File: src/rtl/mw_pkg.sv
package mw_pkg;

   localparam int WORD_W = 16;

   typedef enum logic [2:0] {
      ST_IDLE, ST_OPC, ST_ADDR, ST_DATA, ST_READ, ST_DONE
   } mw_state_e;

   typedef enum logic [2:0] {
      K_NONE, K_READ, K_WRITE, K_ERASE, K_ERAL, K_WRAL, K_PEN, K_PDIS
   } mw_kind_e;

   function automatic mw_kind_e mw_decode(input logic [1:0] opc, input logic [1:0] ext);
      mw_kind_e k;
      case (opc)
         2'b10:   k = K_READ;
         2'b01:   k = K_WRITE;
         2'b11:   k = K_ERASE;
         default: begin
            case (ext)
               2'b11:   k = K_PEN;
               2'b10:   k = K_ERAL;
               2'b01:   k = K_WRAL;
               default: k = K_PDIS;
            endcase
         end
      endcase
      return k;
   endfunction

endpackage

File: src/rtl/mw_frame.sv
module mw_frame
   import mw_pkg::*;
#(
   parameter int ADDR_W = 6
) (
   input  logic                clk,
   input  logic                rst_n,
   input  logic                cs,
   input  logic                rise,
   input  logic                din,
   output logic                go,
   output mw_kind_e            kind,
   output logic [ADDR_W-1:0]   addr_o,
   output logic [WORD_W-1:0]   data_o,
   output logic                rd_load,
   output logic                rd_shift,
   output logic                rd_stop
);
   localparam int CW = $clog2(WORD_W + 2);
   localparam logic [CW-1:0] ADDR_LAST = CW'(ADDR_W - 1);
   localparam logic [CW-1:0] DATA_LAST = CW'(WORD_W - 1);
   localparam logic [CW-1:0] READ_LAST = CW'(WORD_W);

   mw_state_e          state_q;
   logic [CW-1:0]      cnt_q;
   logic [1:0]         opc_q;
   logic [ADDR_W-1:0]  addr_q;
   logic [WORD_W-1:0]  data_q;

   logic               edge_ok;
   logic               addr_last;
   logic               data_last;
   logic [ADDR_W-1:0]  addr_full;
   mw_kind_e           kind_new;
   mw_kind_e           kind_reg;
   mw_state_e          after_addr;

   assign edge_ok   = cs && rise;
   assign addr_full = {addr_q[ADDR_W-2:0], din};
   assign addr_last = edge_ok && (state_q == ST_ADDR) && (cnt_q == ADDR_LAST);
   assign data_last = edge_ok && (state_q == ST_DATA) && (cnt_q == DATA_LAST);
   assign kind_new  = mw_decode(opc_q, addr_full[ADDR_W-1 -: 2]);
   assign kind_reg  = mw_decode(opc_q, addr_q[ADDR_W-1 -: 2]);

   always_comb begin
      case (kind_new)
         K_READ:          after_addr = ST_READ;
         K_WRITE, K_WRAL: after_addr = ST_DATA;
         default:         after_addr = ST_DONE;
      endcase
   end

   always_ff @(posedge clk) begin
      if (!rst_n) begin
         state_q <= ST_IDLE;
         cnt_q   <= '0;
         opc_q   <= '0;
         addr_q  <= '0;
         data_q  <= '0;
      end else if (!cs) begin
         state_q <= ST_IDLE;
         cnt_q   <= '0;
      end else if (rise) begin
         case (state_q)
            ST_IDLE: if (din) begin
               state_q <= ST_OPC;
               cnt_q   <= '0;
            end
            ST_OPC: begin
               opc_q <= {opc_q[0], din};
               if (cnt_q == CW'(1)) begin
                  state_q <= ST_ADDR;
                  cnt_q   <= '0;
               end else cnt_q <= cnt_q + 1'b1;
            end
            ST_ADDR: begin
               addr_q <= addr_full;
               if (cnt_q == ADDR_LAST) begin
                  state_q <= after_addr;
                  cnt_q   <= '0;
               end else cnt_q <= cnt_q + 1'b1;
            end
            ST_DATA: begin
               data_q <= {data_q[WORD_W-2:0], din};
               if (cnt_q == DATA_LAST) state_q <= ST_DONE;
               else cnt_q <= cnt_q + 1'b1;
            end
            ST_READ: begin
               if (cnt_q == READ_LAST) state_q <= ST_DONE;
               else cnt_q <= cnt_q + 1'b1;
            end
            default: state_q <= ST_DONE;
         endcase
      end
   end

   always_comb begin
      go = 1'b0;
      if (data_last) go = 1'b1;
      if (addr_last && (after_addr == ST_DONE)) go = 1'b1;
   end

   assign kind     = addr_last ? kind_new : kind_reg;
   assign addr_o   = addr_last ? addr_full : addr_q;
   assign data_o   = {data_q[WORD_W-2:0], din};
   assign rd_load  = addr_last && (kind_new == K_READ);
   assign rd_shift = edge_ok && (state_q == ST_READ) && (cnt_q != READ_LAST);
   assign rd_stop  = edge_ok && (state_q == ST_READ) && (cnt_q == READ_LAST);


   cs_abort_chk: assert property (@(posedge clk) disable iff (!rst_n)
      !cs |=> (state_q == ST_IDLE));


   start_gate_chk: assert property (@(posedge clk) disable iff (!rst_n)
      (state_q == ST_IDLE && rise && !din) |=> (state_q == ST_IDLE));


   no_fall_chk: assert property (@(posedge clk) disable iff (!rst_n)
      (cs && $past(cs) && !rise) |=> ($stable(state_q) && $stable(cnt_q)));

endmodule

File: src/rtl/mw_array.sv
module mw_array
   import mw_pkg::*;
#(
   parameter int ADDR_W = 6
) (
   input  logic                clk,
   input  logic                rst_n,
   input  logic                go,
   input  mw_kind_e            kind,
   input  logic [ADDR_W-1:0]   addr,
   input  logic [WORD_W-1:0]   data,
   output logic [WORD_W-1:0]   rd_word
);
   localparam int WORDS = 2 ** ADDR_W;

   logic [WORD_W-1:0] mem_q [WORDS];
   logic [WORDS-1:0]  we;
   logic              pen_q;
   logic              prog;
   logic              one_hit;
   logic              all_hit;
   logic              erase_val;

   assign prog      = go && pen_q;
   assign one_hit   = prog && (kind == K_WRITE || kind == K_ERASE);
   assign all_hit   = prog && (kind == K_WRAL || kind == K_ERAL);
   assign erase_val = (kind == K_ERASE) || (kind == K_ERAL);

   for (genvar i = 0; i < WORDS; i++) begin : g_we
      assign we[i] = all_hit || (one_hit && (addr == ADDR_W'(i)));
   end

   always_ff @(posedge clk) begin
      if (!rst_n) begin
         pen_q <= 1'b0;
         for (int i = 0; i < WORDS; i++) mem_q[i] <= '1;
      end else begin
         if (go && kind == K_PEN)  pen_q <= 1'b1;
         if (go && kind == K_PDIS) pen_q <= 1'b0;
         for (int i = 0; i < WORDS; i++) begin
            if (we[i]) mem_q[i] <= erase_val ? '1 : data;
         end
      end
   end

   assign rd_word = mem_q[addr];


   locked_chk: assert property (@(posedge clk) disable iff (!rst_n)
      (go && !pen_q && kind == K_WRITE) |=> (mem_q[$past(addr)] == $past(mem_q[addr])));


   erase_chk: assert property (@(posedge clk) disable iff (!rst_n)
      (go && pen_q && kind == K_ERASE) |=> (mem_q[$past(addr)] == '1));


   write_chk: assert property (@(posedge clk) disable iff (!rst_n)
      (go && pen_q && kind == K_WRITE) |=> (mem_q[$past(addr)] == $past(data)));

endmodule

File: src/rtl/mw_readout.sv
module mw_readout
   import mw_pkg::*;
(
   input  logic               clk,
   input  logic               rst_n,
   input  logic               cs,
   input  logic               load,
   input  logic               shift,
   input  logic               stop,
   input  logic [WORD_W-1:0]  word,
   output logic               dout
);
   logic [WORD_W-1:0] sh_q;

   always_ff @(posedge clk) begin
      if (!rst_n) begin
         dout <= 1'b1;
         sh_q <= '0;
      end else if (!cs) begin
         dout <= 1'b1;
      end else if (load) begin
         dout <= 1'b0;
         sh_q <= word;
      end else if (shift) begin
         dout <= sh_q[WORD_W-1];
         sh_q <= {sh_q[WORD_W-2:0], 1'b0};
      end else if (stop) begin
         dout <= 1'b1;
      end
   end


   lead_zero_chk: assert property (@(posedge clk) disable iff (!rst_n)
      (cs && load) |=> !dout);


   idle_high_chk: assert property (@(posedge clk) disable iff (!rst_n)
      (!cs || stop) |=> dout);

endmodule

File: src/rtl/mw_eeprom_emu.sv
module mw_eeprom_emu
   import mw_pkg::*;
#(
   parameter int ADDR_W = 6
) (
   input  logic clk,
   input  logic rst_n,
   input  logic cs,
   input  logic sk,
   input  logic din,
   output logic dout
);
   if (!(ADDR_W == 6 || ADDR_W == 8)) begin : g_bad_addr_w
      $error("ADDR_W must be 6 or 8");
   end

   logic               sk_q;
   logic               rise;
   logic               go;
   mw_kind_e           kind;
   logic [ADDR_W-1:0]  addr;
   logic [WORD_W-1:0]  data;
   logic [WORD_W-1:0]  rd_word;
   logic               rd_load;
   logic               rd_shift;
   logic               rd_stop;

   always_ff @(posedge clk) begin
      if (!rst_n) sk_q <= 1'b0;
      else        sk_q <= sk;
   end

   assign rise = sk && !sk_q;

   mw_frame #(.ADDR_W(ADDR_W)) u_frame (
      .clk(clk), .rst_n(rst_n), .cs(cs), .rise(rise), .din(din),
      .go(go), .kind(kind), .addr_o(addr), .data_o(data),
      .rd_load(rd_load), .rd_shift(rd_shift), .rd_stop(rd_stop)
   );

   mw_array #(.ADDR_W(ADDR_W)) u_array (
      .clk(clk), .rst_n(rst_n), .go(go), .kind(kind),
      .addr(addr), .data(data), .rd_word(rd_word)
   );

   mw_readout u_readout (
      .clk(clk), .rst_n(rst_n), .cs(cs), .load(rd_load),
      .shift(rd_shift), .stop(rd_stop), .word(rd_word), .dout(dout)
   );


   rst_out_chk: assert property (@(posedge clk) $past(!rst_n) |-> dout);

endmodule

File: config.mk
export PLATFORM = sky130hd
export DESIGN_NAME = mw_eeprom_emu
export DESIGN_NICKNAME = d
export VERILOG_FILES = /design/src/rtl/mw_pkg.sv /design/src/rtl/mw_frame.sv /design/src/rtl/mw_array.sv /design/src/rtl/mw_readout.sv /design/src/rtl/mw_eeprom_emu.sv
export SDC_FILE = /design/constraint.sdc
export NUM_CORES = 2
export LEC_CHECK = 0
export ABC_AREA = 1
export BUFFER_PORTS_ARGS = -buffer_cell sky130_fd_sc_hd__buf_2
export CAP_MARGIN = 0
export CORE_MARGIN = 5
export CORE_UTILIZATION = 56
export DETAILED_ROUTE_END_ITERATION = 8
export PLACE_DENSITY_LB_ADDON = 0.1
export SLEW_MARGIN = 25
export SYNTH_ARGS = -nofsm -noshare
export SYNTH_HDL_FRONTEND = slang
export SYNTH_SLANG_ARGS = --single-unit
File: constraint.sdc
create_clock -name clk -period 6.3 [get_ports clk]
set_input_delay 0.63 -clock clk [delete_from_list [all_inputs] [get_ports clk]]
set_output_delay 0.63 -clock clk [all_outputs]
set_load 0.01 [all_outputs]
==> results.yml <==
routing:
  drc_errors: 0
  wirelength_um: 145100
  drtAntennaViolNets: 0
  routed_via_density: 5.757
  first_pass_iters: 7
  drt_iter0_markers: 4294
  vias: 35960
  wl_per_cell_um: 23.23
synth:
  ys_types: 39
  synth_nets: 5104
  synth_area_leaders: "edfxtp_1 63%, nand2_1 21%, nand3_1 3.7%"
  syn_area_sq_mm: 0.04861
  yosys-top-cells-count: "2655 x nand2_1, 1024 x edfxtp_1, 356 x nand3_1, 209 x nor2_1, 182 x o21ai_0"
  yosysMostFrequentCell: "nand2_1"
  yosysWarningCount: 0
  ys_ff_latch: 1074
  syn_avg_cell_area_sq_um: 9.549
  synth_edf_count: 1024
  ys.flop_type: "edfxtp_1"
  synthCells: 5091
  synth_top_area_share_pct: 63.26
  seq_area_frac_synth_pct: 65.31
  async_reset_ff_share_pct: 0
  yosys.area.top_type: "edfxtp_1"
global_routing:
  met2_usage_pct: 47.95
  use_met1_pct: 43.68
  grt_max_degree: 136
  overflow: 0
  grt_use_total_pct: 30.61
  grt_pass1_vias: 33720
  busiest_layer: "met2"
  antenna_found_initial: 2
  grt_pass1_wl_um: 215700
  grt_util_met3_pct: 5.312
clocking:
  cts_buffer_depth: 3
  clk_pin_slew_ns: 0.06
  postCtsSetupBuffers: 0
  cts_tree: "yes"
  ctsHoldBuffers: 0
  htreeDepth: 3
  cts.repair.resized: 0
  cts-buffers-inserted: 110
  insertion_delay_ns: 0.70
  clock_sinks: 1074
  root_buffer: "clkbuf_16"
timing:
  worst-slew-pin-transition_ns: 1.052
  max_clock_freq_ghz: 0.2169
  fin_tns_setup_ns: 0
  slew_viol_final: 0
  final_hold_viol_count: 0
  relSlewSlack_pct: 29.89
  period_minus_slack_ns: 4.610
  post-route-period-util_pct: 73.17
  setup_violations: 0
  finClkSkew_ns: 0.02643
  rsz0062_at_grt: "no"
setup_path:
  critPathKind: "flip-flop to flip-flop"
  cp.arrival_ns: 4.71
  critPathRequiredTime_ns: 6.40
  start_kind: "flip-flop"
  max_stage_delay_ns: 0.98
  crit_chain: "inv_1 > ha_1 > nand2_1 > nor2_2 > nand2_4 > a211oi_1 > a31o_2 > nor2_1 > a211oi_2 > inv_2 > nor2_4 > buf_4 > clkinv_1"
  path_max_fanout: 35
  critPathSlowestCell: "clkinv_1"
  critPathCaptureType: "flip-flop"
run_status:
  status: "complete, no violations"
hold_path:
  hold_path_class: "input port to flip-flop"
layout:
  insertedDiodeCount: 0
  fin_area_sq_mm: 0.05346
  nets: 5012
  n_fill_cell: 7226
  area_delta_synth_final_pct: 9.974
  layout-drive-gt1-share_pct: 8.032
pwr:
  finalPower_mw: 15.49
  p_leak_nw: 19.58
  p_per_area_mw_per_mm2: 289.7
  peakVddDrop_mv: 0.2266
floorplan:
  start_util_pct: 56.21
  die_area_sq_mm: 0.09280
  core-area_sq_mm: 0.08648
  num_rows: 108
  die_h_um: 304.6
  dieWidth_um: 304.6
  io_pins: 6
placed_design:
  gp_routability_congestion: 0.9066
  port-buffer-count: 5
  placed_cell_area_sq_mm: 0.04981
  dpl.hpwl_um: 82490
job:
  drv_cap: 0
## where the power goes
part,switching [mW],internal [mW]
sequential,0.0619,8.08
combinational,0.559,0.166
clock,2.77,3.85
total,3.39,12.1
## path summary, 6_finish.rpt
kind                            slack [ns]  cells past startpoint                         endpoint                       startpoint
worst min register to register        0.47                      2  u_readout.sh_q[14]$_SDFFE_PN0P_  u_readout.sh_q[14]$_SDFFE_PN0P_
worst min-delay path                  0.18                      3                  sk_q$_SDFF_PN0_                               sk
worst max-delay path                  1.69                     13  u_array.mem_q[46][10]$_DFFE_PP_    u_frame.cnt_q[1]$_SDFFE_PN0P_
worst max register to register        1.69                     13  u_array.mem_q[46][10]$_DFFE_PP_    u_frame.cnt_q[1]$_SDFFE_PN0P_
## stage by stage
stage | utilization (%) | instances | setup slack (ns) | hold slack, ns
final | 61.82 | 6247 | 1.690 | 0.1813
after global routing | 61.82 | 6247 | 1.451 | 0.2102
after CTS | 61.81 | 6247 | 2.151 | 0.1564
after detailed placement | 57.60 | 6042 | 1.867 | 0.4559
after global placement | 57.59 | 6042 | 1.802 | 0.4543
after floorplan | - | 5091 | 2.643 | 0.4451
## critical path: cells and delay by family, from the launching register on
kind	cells	cell delay (ns)
AO/OA/AOI/OAI	3	0.62
adder cells (fa/ha/maj)	1	0.14
buffers and inverters	4	1.94
flip-flops	1	0.34
AND/OR/NAND/NOR	5	0.91
## state kept, by name (all words and copies together), names as in the netlist
signal           count
sk_q                 1
u_array.mem_q     1024
u_array.pen_q        1
u_frame.addr_q       6
u_frame.cnt_q        5
u_frame.data_q      15
u_frame.opc_q        2
u_frame.state_q      3
u_readout.dout       1
u_readout.sh_q      16
## area by class of cell
type	count	area [sq um]	share of cell area (%)
timing repair buffer	133	1149	2.149
sequential	1074	31750	59.39
clock inverter	68	762.0	1.425
inverter	102	384.1	0.7185
tap	1155	1445	2.703
multi-input combinational	3578	15090	28.24
clock buffer	137	2875	5.378
## logic make-up (layout without fill, tap and decap cells)
kind of cell    after synthesis  after routing  synth area share (%)
xor+xnor                      1              1               0.01802
buf+inv                     439            440                 4.062
flops                      1074           1074                 65.31
fa+ha+maj                     8              8                0.2059
compound gates              301            301                 3.773
simple gates               3268           3268                 26.63
## layout by cell type (no fill, tap or decap), types with 10 or more instances in the layout
cell type / n
a21oi_1: 64
buf_12: 13
buf_4: 115
bufinv_16: 15
clkbuf_1: 26
clkbuf_16: 111
clkinv_1: 26
clkinv_2: 21
dfxtp_1: 50
edfxtp_1: 1024
inv_1: 85
inv_2: 13
nand2_1: 2652
nand2_2: 10
nand3_1: 355
nor2_1: 203
nor2_4: 23
o21ai_0: 118
o21ai_1: 55
o21ai_2: 30
o21ai_4: 21
## metal layers
metal | routed length, um | up-vias
met2 | 66340 | 1937
li1 | - | 16540
met3 | 14900 | 301
met4 | 5370 | 2
met5 | 7 | -
met1 | 58510 | 17180
No activity file was read; power rests on OpenSTA's default activity.
